### config.mk
export PLATFORM = sky130hd
export DESIGN_NAME = dbg_link_host
export DESIGN_NICKNAME = d
export VERILOG_FILES = /design/src/rtl/dbg_link_pkg.sv /design/src/rtl/dbg_link_prescale.sv /design/src/rtl/dbg_link_celltimer.sv /design/src/rtl/dbg_link_pad.sv /design/src/rtl/dbg_link_host.sv
export SDC_FILE = /design/constraint.sdc
export NUM_CORES = 1
export LEC_CHECK = 0
export ABC_AREA = 1
export BUFFER_PORTS_ARGS = -buffer_cell sky130_fd_sc_hd__buf_2
export CAP_MARGIN = 20
export CORE_MARGIN = 4
export CORE_UTILIZATION = 55
export DETAILED_ROUTE_END_ITERATION = 7
export PLACE_DENSITY = 0.86
export SLEW_MARGIN = 20
export SYNTH_ARGS = -nofsm -noshare
export SYNTH_HDL_FRONTEND = slang
export SYNTH_SLANG_ARGS = --single-unit
export TNS_END_PERCENT = 100
### constraint.sdc
create_clock -name clk -period 5 [get_ports clk]
set_clock_uncertainty 0.05 [all_clocks]
set_input_delay 1 -clock clk [delete_from_list [all_inputs] [get_ports clk]]
set_output_delay 1 -clock clk [all_outputs]
set_load 0.05 [all_outputs]
### src/rtl/dbg_link_pkg.sv
package dbg_link_pkg;
  typedef enum logic {
    ST_IDLE = 1'b0,
    ST_CELL = 1'b1
  } eng_state_t;

  // Low-phase length of a write cell, in target periods, for a given bit value.
  function automatic int unsigned wr_low_len(input logic bit_val,
                                             input int unsigned one_low,
                                             input int unsigned zero_low);
    return bit_val ? one_low : zero_low;
  endfunction
endpackage

### src/rtl/dbg_link_prescale.sv
module dbg_link_prescale #(
  parameter int DIV_W = 8
) (
  input  logic             clk,
  input  logic             rst_n,
  input  logic             run,
  input  logic [DIV_W-1:0] div_q,
  output logic             tick,
  output logic             first
);
  logic [DIV_W-1:0] pcnt;

  assign tick  = (pcnt == div_q - DIV_W'(1));
  assign first = (pcnt == '0);

  always_ff @(posedge clk or negedge rst_n) begin
    if (!rst_n)             pcnt <= '0;
    else if (!run || tick)  pcnt <= '0;
    else                    pcnt <= pcnt + DIV_W'(1);
  end
endmodule

### src/rtl/dbg_link_celltimer.sv
module dbg_link_celltimer #(
  parameter int CELL_T = 16,
  localparam int TW    = $clog2(CELL_T)
) (
  input  logic          clk,
  input  logic          rst_n,
  input  logic          run,
  input  logic          tick,
  output logic [TW-1:0] tcnt,
  output logic          cell_end
);
  localparam logic [TW-1:0] LAST = TW'(CELL_T - 1);

  assign cell_end = run && tick && (tcnt == LAST);

  always_ff @(posedge clk or negedge rst_n) begin
    if (!rst_n)      tcnt <= '0;
    else if (!run)   tcnt <= '0;
    else if (tick)   tcnt <= (tcnt == LAST) ? '0 : tcnt + TW'(1);
  end
endmodule

### src/rtl/dbg_link_pad.sv
module dbg_link_pad #(
  parameter int TW       = 4,
  parameter int ONE_LOW  = 4,
  parameter int ZERO_LOW = 13,
  parameter int RD_LOW   = 3
) (
  input  logic          active,
  input  logic          mode_wr,
  input  logic          bit_val,
  input  logic [TW-1:0] tcnt,
  output logic          line_oe,
  output logic          line_out
);
  import dbg_link_pkg::*;

  logic [TW-1:0] low_len;

  always_comb begin
    low_len  = TW'(wr_low_len(bit_val, ONE_LOW, ZERO_LOW));
    line_oe  = 1'b0;
    line_out = 1'b0;
    if (active) begin
      if (mode_wr) begin
        line_oe  = 1'b1;
        line_out = (tcnt >= low_len);
      end else begin
        line_oe  = (tcnt < TW'(RD_LOW));
      end
    end
  end
endmodule

### src/rtl/dbg_link_host.sv
module dbg_link_host #(
  parameter int DIV_W     = 8,
  parameter int BITS      = 8,
  parameter int CELL_T    = 16,
  parameter int ONE_LOW   = 4,
  parameter int ZERO_LOW  = 13,
  parameter int RD_LOW    = 3,
  parameter int RD_SAMPLE = 10
) (
  input  logic             clk,
  input  logic             rst_n,
  input  logic [DIV_W-1:0] cfg_div,
  input  logic             cmd_valid,
  output logic             cmd_ready,
  input  logic             cmd_write,
  input  logic [BITS-1:0]  cmd_data,
  output logic             rsp_valid,
  input  logic             rsp_ready,
  output logic [BITS-1:0]  rsp_data,
  output logic             done,
  output logic             line_oe,
  output logic             line_out,
  input  logic             line_in
);
  import dbg_link_pkg::*;

  localparam int TW = $clog2(CELL_T);
  localparam int BW = (BITS > 1) ? $clog2(BITS) : 1;

  eng_state_t       state;
  logic             mode_wr;
  logic [BITS-1:0]  shreg;
  logic [BW-1:0]    bidx;
  logic [DIV_W-1:0] div_q;
  logic             busy, tick, first, cell_end, sample_en, accept, last_bit;
  logic [TW-1:0]    tcnt;

  assign busy      = (state == ST_CELL);
  assign cmd_ready = (state == ST_IDLE) && !rsp_valid;
  assign accept    = cmd_valid && cmd_ready;
  assign sample_en = busy && !mode_wr && first && tick_period_hit;
  assign last_bit  = (bidx == BW'(BITS - 1));

  logic tick_period_hit;
  assign tick_period_hit = (tcnt == TW'(RD_SAMPLE));

  dbg_link_prescale #(.DIV_W(DIV_W)) u_pre (
    .clk   (clk),
    .rst_n (rst_n),
    .run   (busy),
    .div_q (div_q),
    .tick  (tick),
    .first (first)
  );

  dbg_link_celltimer #(.CELL_T(CELL_T)) u_cell (
    .clk      (clk),
    .rst_n    (rst_n),
    .run      (busy),
    .tick     (tick),
    .tcnt     (tcnt),
    .cell_end (cell_end)
  );

  dbg_link_pad #(
    .TW       (TW),
    .ONE_LOW  (ONE_LOW),
    .ZERO_LOW (ZERO_LOW),
    .RD_LOW   (RD_LOW)
  ) u_pad (
    .active   (busy),
    .mode_wr  (mode_wr),
    .bit_val  (shreg[BITS-1]),
    .tcnt     (tcnt),
    .line_oe  (line_oe),
    .line_out (line_out)
  );

  always_ff @(posedge clk or negedge rst_n) begin
    if (!rst_n) begin
      state     <= ST_IDLE;
      mode_wr   <= 1'b0;
      shreg     <= '0;
      bidx      <= '0;
      div_q     <= DIV_W'(1);
      rsp_valid <= 1'b0;
      rsp_data  <= '0;
      done      <= 1'b0;
    end else begin
      done <= 1'b0;
      if (rsp_valid && rsp_ready) rsp_valid <= 1'b0;
      case (state)
        ST_IDLE: begin
          if (accept) begin
            state   <= ST_CELL;
            mode_wr <= cmd_write;
            shreg   <= cmd_data;
            bidx    <= '0;
            div_q   <= (cfg_div == '0) ? DIV_W'(1) : cfg_div;
          end
        end
        default: begin
          if (sample_en) shreg <= {shreg[BITS-2:0], line_in};
          if (cell_end) begin
            if (mode_wr) shreg <= {shreg[BITS-2:0], 1'b0};
            if (last_bit) begin
              state <= ST_IDLE;
              done  <= 1'b1;
              if (!mode_wr) begin
                rsp_valid <= 1'b1;
                rsp_data  <= shreg;
              end
            end else begin
              bidx <= bidx + BW'(1);
            end
          end
        end
      endcase
    end
  end
endmodule

==> results.md <==
* Largest cells by area after synthesis: sky130_fd_sc_hd__dfrtp_1 (38%), sky130_fd_sc_hd__nand2_1 (19%), sky130_fd_sc_hd__inv_1 (4.9%)
* Peak ir drop on the vdd network at 0.000172 V
* Initial core utilization at 57.4%
* Crit-path max cell delay at 0.80 ns
* Clock transition time at the flip-flop clock pins of the worst setup and hold paths at 0.08 ns
* Headroom to the max-slew limit at 49.3%
* Number of max-cap violations at 0
* Final weighted congestion in routability-driven placement at 0.841
* CTS Hold Bufs at 0
* Number of top-level pins at 35
* Number of endpoints failing setup at the final stage at 0
* Nature of the critical path startpoint: flip-flop
* Input/output buffers at 34
* CTS tree: yes
* Overall die area at 6190 um^2
* Count of final max-slew check failures at 0
* Number of nets in the synthesized netlist at 417
* Clk_lat worst skew at 0.30 ns
* Gate count of the mapped netlist at 386
* Logic depth of the worst path, buffers included at 3
* Number of buffers inserted during clock tree synthesis at 5
* Share of power burned in the clock network at 15.2%
* Largest net degree at the start of global routing at 44
* Area leader, netlist: sky130_fd_sc_hd__dfrtp_1
* Wire length the detailed router placed on met1 at 2890 um
* Synth top area share at 38.3%
* Commonest cells in the synthesized netlist: sky130_fd_sc_hd__nand2_1 (140), sky130_fd_sc_hd__dfrtp_1 (42), sky130_fd_sc_hd__inv_1 (36), sky130_fd_sc_hd__nor2_1 (31), sky130_fd_sc_hd__nand3_1 (27)
* Seq pwr share at 40.5%
* Number of design rule violations left after detail routing at 0
* Outcome: complete, no violations
* Crit Path Max Fanout at 21
* Overall power of the completed layout at 0.00144 W
* Int Power at 0.000771 W
* Total length of routed met3 wires at 476 um
* Hold Violations, Final at 0
* Worst hold slack after final layout at 0.421 ns
* Critical path buffers and inverters at 2
* Final routed wire length divided by cell count at 12.9 um
* Proportion of power drawn by combinational gates at 44.3%
* Sequential cell area fraction in the yosys report at 39.2%
* Wire length of the first global-routing pass at 11000 um
* Critical path class: reg2out
* Least-Margin Pin Slew at 0.758 ns
* Gr ovfl total at 0
* Switching part of the total at 46.5%
* CTS Root Cell: sky130_fd_sc_hd__clkbuf_8
* Worst Setup End Kind: primary output
* Number of warnings reported in the yosys synthesis log at 0
* Initial detailed-routing violation count at 255
* Total GRT Usage at 22.1%
* Number of nets in the final layout at 450
* Path depth of the worst reg2reg path at 15
* Area growth from synthesis to layout at 11.5%
* Avg Inst Size Synth at 7.11 um^2
* Final worst path period need at 3.09 ns
* CP max stage cell: sky130_fd_sc_hd__dfrtp_1
* Max Used Layer: met4
* Share of post-route cells with drive strength above 1 at 16.4%
* Number of enable flip-flop cells after synthesis at 0
* Std cell rows at 25
* Synth async-reset ratio at 100%
* Length of routed met2 wiring at 2780 um
* Clock H-tree levels at 2
* Final Routed Wirelength at 6290 um
* Power density relative to cell area at 470 nW/um^2
* Cell type group with the largest total delay on the critical path: flip-flops
* Clk sink count at 43
* Post-CTS Repair Setup Buffers at 0
* Die Height at 78.7 um
* Hpwl dp at 4590 um
* Via Count at 2617
* Sum of negative setup slack at 0 ns
* Net switching power of the design at 0.000669 W
* Number of antenna repair diodes at 0
* Count of instances resized after the clock tree is built at 0
* Type of the tightest min-delay check: reg2reg
* Sequence of cells on the critical path: inv_1 > nor3_1 > buf_2
* Total leakage power at 1.70 nW
* Core Box Area at 4790 um^2
* Yosys cell types at 36
* Seq cells post-synth at 43
* Number of nets still failing antenna checks after routing at 0
* Via count of the first global-routing pass at 2475
* Drt first pass iters at 5
* Data arrival at the endpoint of the critical path at 2.04 ns
* Maximum count of clock buffers along a single path at 2
* Part of the cycle the worst path needs at 61.9%
* Fmax at 0.323 GHz
* Most numerous cell in the Yosys netlist: sky130_fd_sc_hd__nand2_1
* Initial antenna violation count at 0
* Cells on Worst Hold Path at 2
* Via density per instance at 5.37
* Data required time of the critical path at 3.95 ns
* Unrepaired setup endpoints after global routing: no
* Netlist area before placement at 2750 um^2
* Primary FF master, synth: sky130_fd_sc_hd__dfrtp_1
* Floorplan die width at 78.7 um
metrics by stage:
step / worst slack (ns) / instance area, um^2 / utilization [%] / std cells
2_1_floorplan: 1.90 / 2750 / - / 386
3_3_place_gp: 2.35 / 2950 / 61.6 / 478
3_5_place_dp: 2.30 / 2950 / 61.6 / 478
4_1_cts: 1.95 / 3030 / 63.4 / 486
5_1_grt: 1.79 / 3060 / 63.9 / 487
6_report: 1.91 / 3060 / 63.9 / 487
metal layers:
layer	global-route usage, %	vias to the layer above
met3	4.70	20
met4	9.09	0
met1	29.8	1169
met2	34.4	130
li1	-	1298
met5	0	-
power by group through the flow:
stage | registers, W | clock network (W) | logic, W
2_1_floorplan | 0.000532 | 0 | 0.000527
4_1_cts | 0.000577 | 0.000220 | 0.000632
6_report | 0.000583 | 0.000219 | 0.000638
3_5_place_dp | 0.000583 | 0 | 0.000626
5_1_grt | 0.000600 | 0.000238 | 0.000744
3_3_place_gp | 0.000578 | 0 | 0.000594
worst register-to-register path, cell delays in order, from the launching register on:
cell                      delay (ns)
sky130_fd_sc_hd__dfstp_2        0.56
sky130_fd_sc_hd__inv_2          0.08
sky130_fd_sc_hd__ha_1           0.32
sky130_fd_sc_hd__inv_1          0.06
sky130_fd_sc_hd__nand2_1        0.06
sky130_fd_sc_hd__nand2_1        0.04
sky130_fd_sc_hd__nor2_1         0.11
sky130_fd_sc_hd__nand3_1        0.08
sky130_fd_sc_hd__nor2_1         0.09
sky130_fd_sc_hd__nand2_1        0.06
sky130_fd_sc_hd__nor2_2         0.15
sky130_fd_sc_hd__nand4_4        0.25
sky130_fd_sc_hd__nor2_8         0.25
sky130_fd_sc_hd__nand2_2        0.18
sky130_fd_sc_hd__nand2_1        0.13
sky130_fd_sc_hd__o21ai_2        0.06
registers in the layout, summed over array words and instances (netlist names):
signal	count
shreg	8
u_pre.pcnt	8
mode_wr	1
busy	1
bidx	3
rsp_data	8
div_q	8
done	1
u_cell.tcnt	4
rsp_valid	1
cell usage in the layout (no fill, tap or decap), drive strengths merged:
cell type | synthesis | routed
nand2 | 143 | 143
inv | 44 | 44
dfrtp | 42 | 42
nor2 | 38 | 38
buf | 4 | 35
nand3 | 29 | 29
o21ai | 23 | 23
a21oi | 14 | 14
nand4 | 10 | 10
ha | 9 | 9
nor3 | 9 | 9
clkbuf | 5 | 5
xor2 | 4 | 4
clkinv | 0 | 3
xnor2 | 2 | 2
o22ai | 2 | 2
xnor3 | 1 | 1
and3 | 1 | 1
nand3b | 1 | 1
a31oi | 1 | 1
a22oi | 1 | 1
o32ai | 1 | 1
nor4 | 1 | 1
dfstp | 1 | 1
cells by family after synthesis:
| logic type | synth area share (%) |
|---|---|
| adders and majority gates | 4.10 |
| and+or+nand+nor | 37.4 |
| DFF | 39.2 |
| AOI/OAI and AO/OA | 8.71 |
| buffers and inverters | 7.84 |
| xor gates and xnor gates | 2.73 |
area by class of cell:
cell class / instances / area [um^2]
clock inverters: 3 / 15.0
well taps: 67 / 83.8
flip-flops and latches: 43 / 1080
clock buffers: 5 / 68.8
inverters: 44 / 165
fillers: 436 / 1730
multi-input cells: 290 / 1450
repair buffers: 35 / 198
worst paths after layout:
| path | startpoint | to | slack (ns) |
|---|---|---|---|
| hold reg to reg | rsp_data[3]$_DFFE_PN0P_ | rsp_data[3]$_DFFE_PN0P_ | 0.42 |
| max in group asynchronous | rst_n | u_pre.pcnt[3]$_DFF_PN0_ | 3.77 |
| setup reg to reg | div_q[0]$_DFFE_PN1P_ | rsp_data[7]$_DFFE_PN0P_ | 2.38 |
| setup / recovery | busy$_DFF_PN0_ | line_out | 1.91 |
| hold / removal | rsp_data[3]$_DFFE_PN0P_ | rsp_data[3]$_DFFE_PN0P_ | 0.42 |
| min in group asynchronous | rst_n | shreg[0]$_DFFE_PN0P_ | 0.64 |
(Power assumes the default switching activity.)
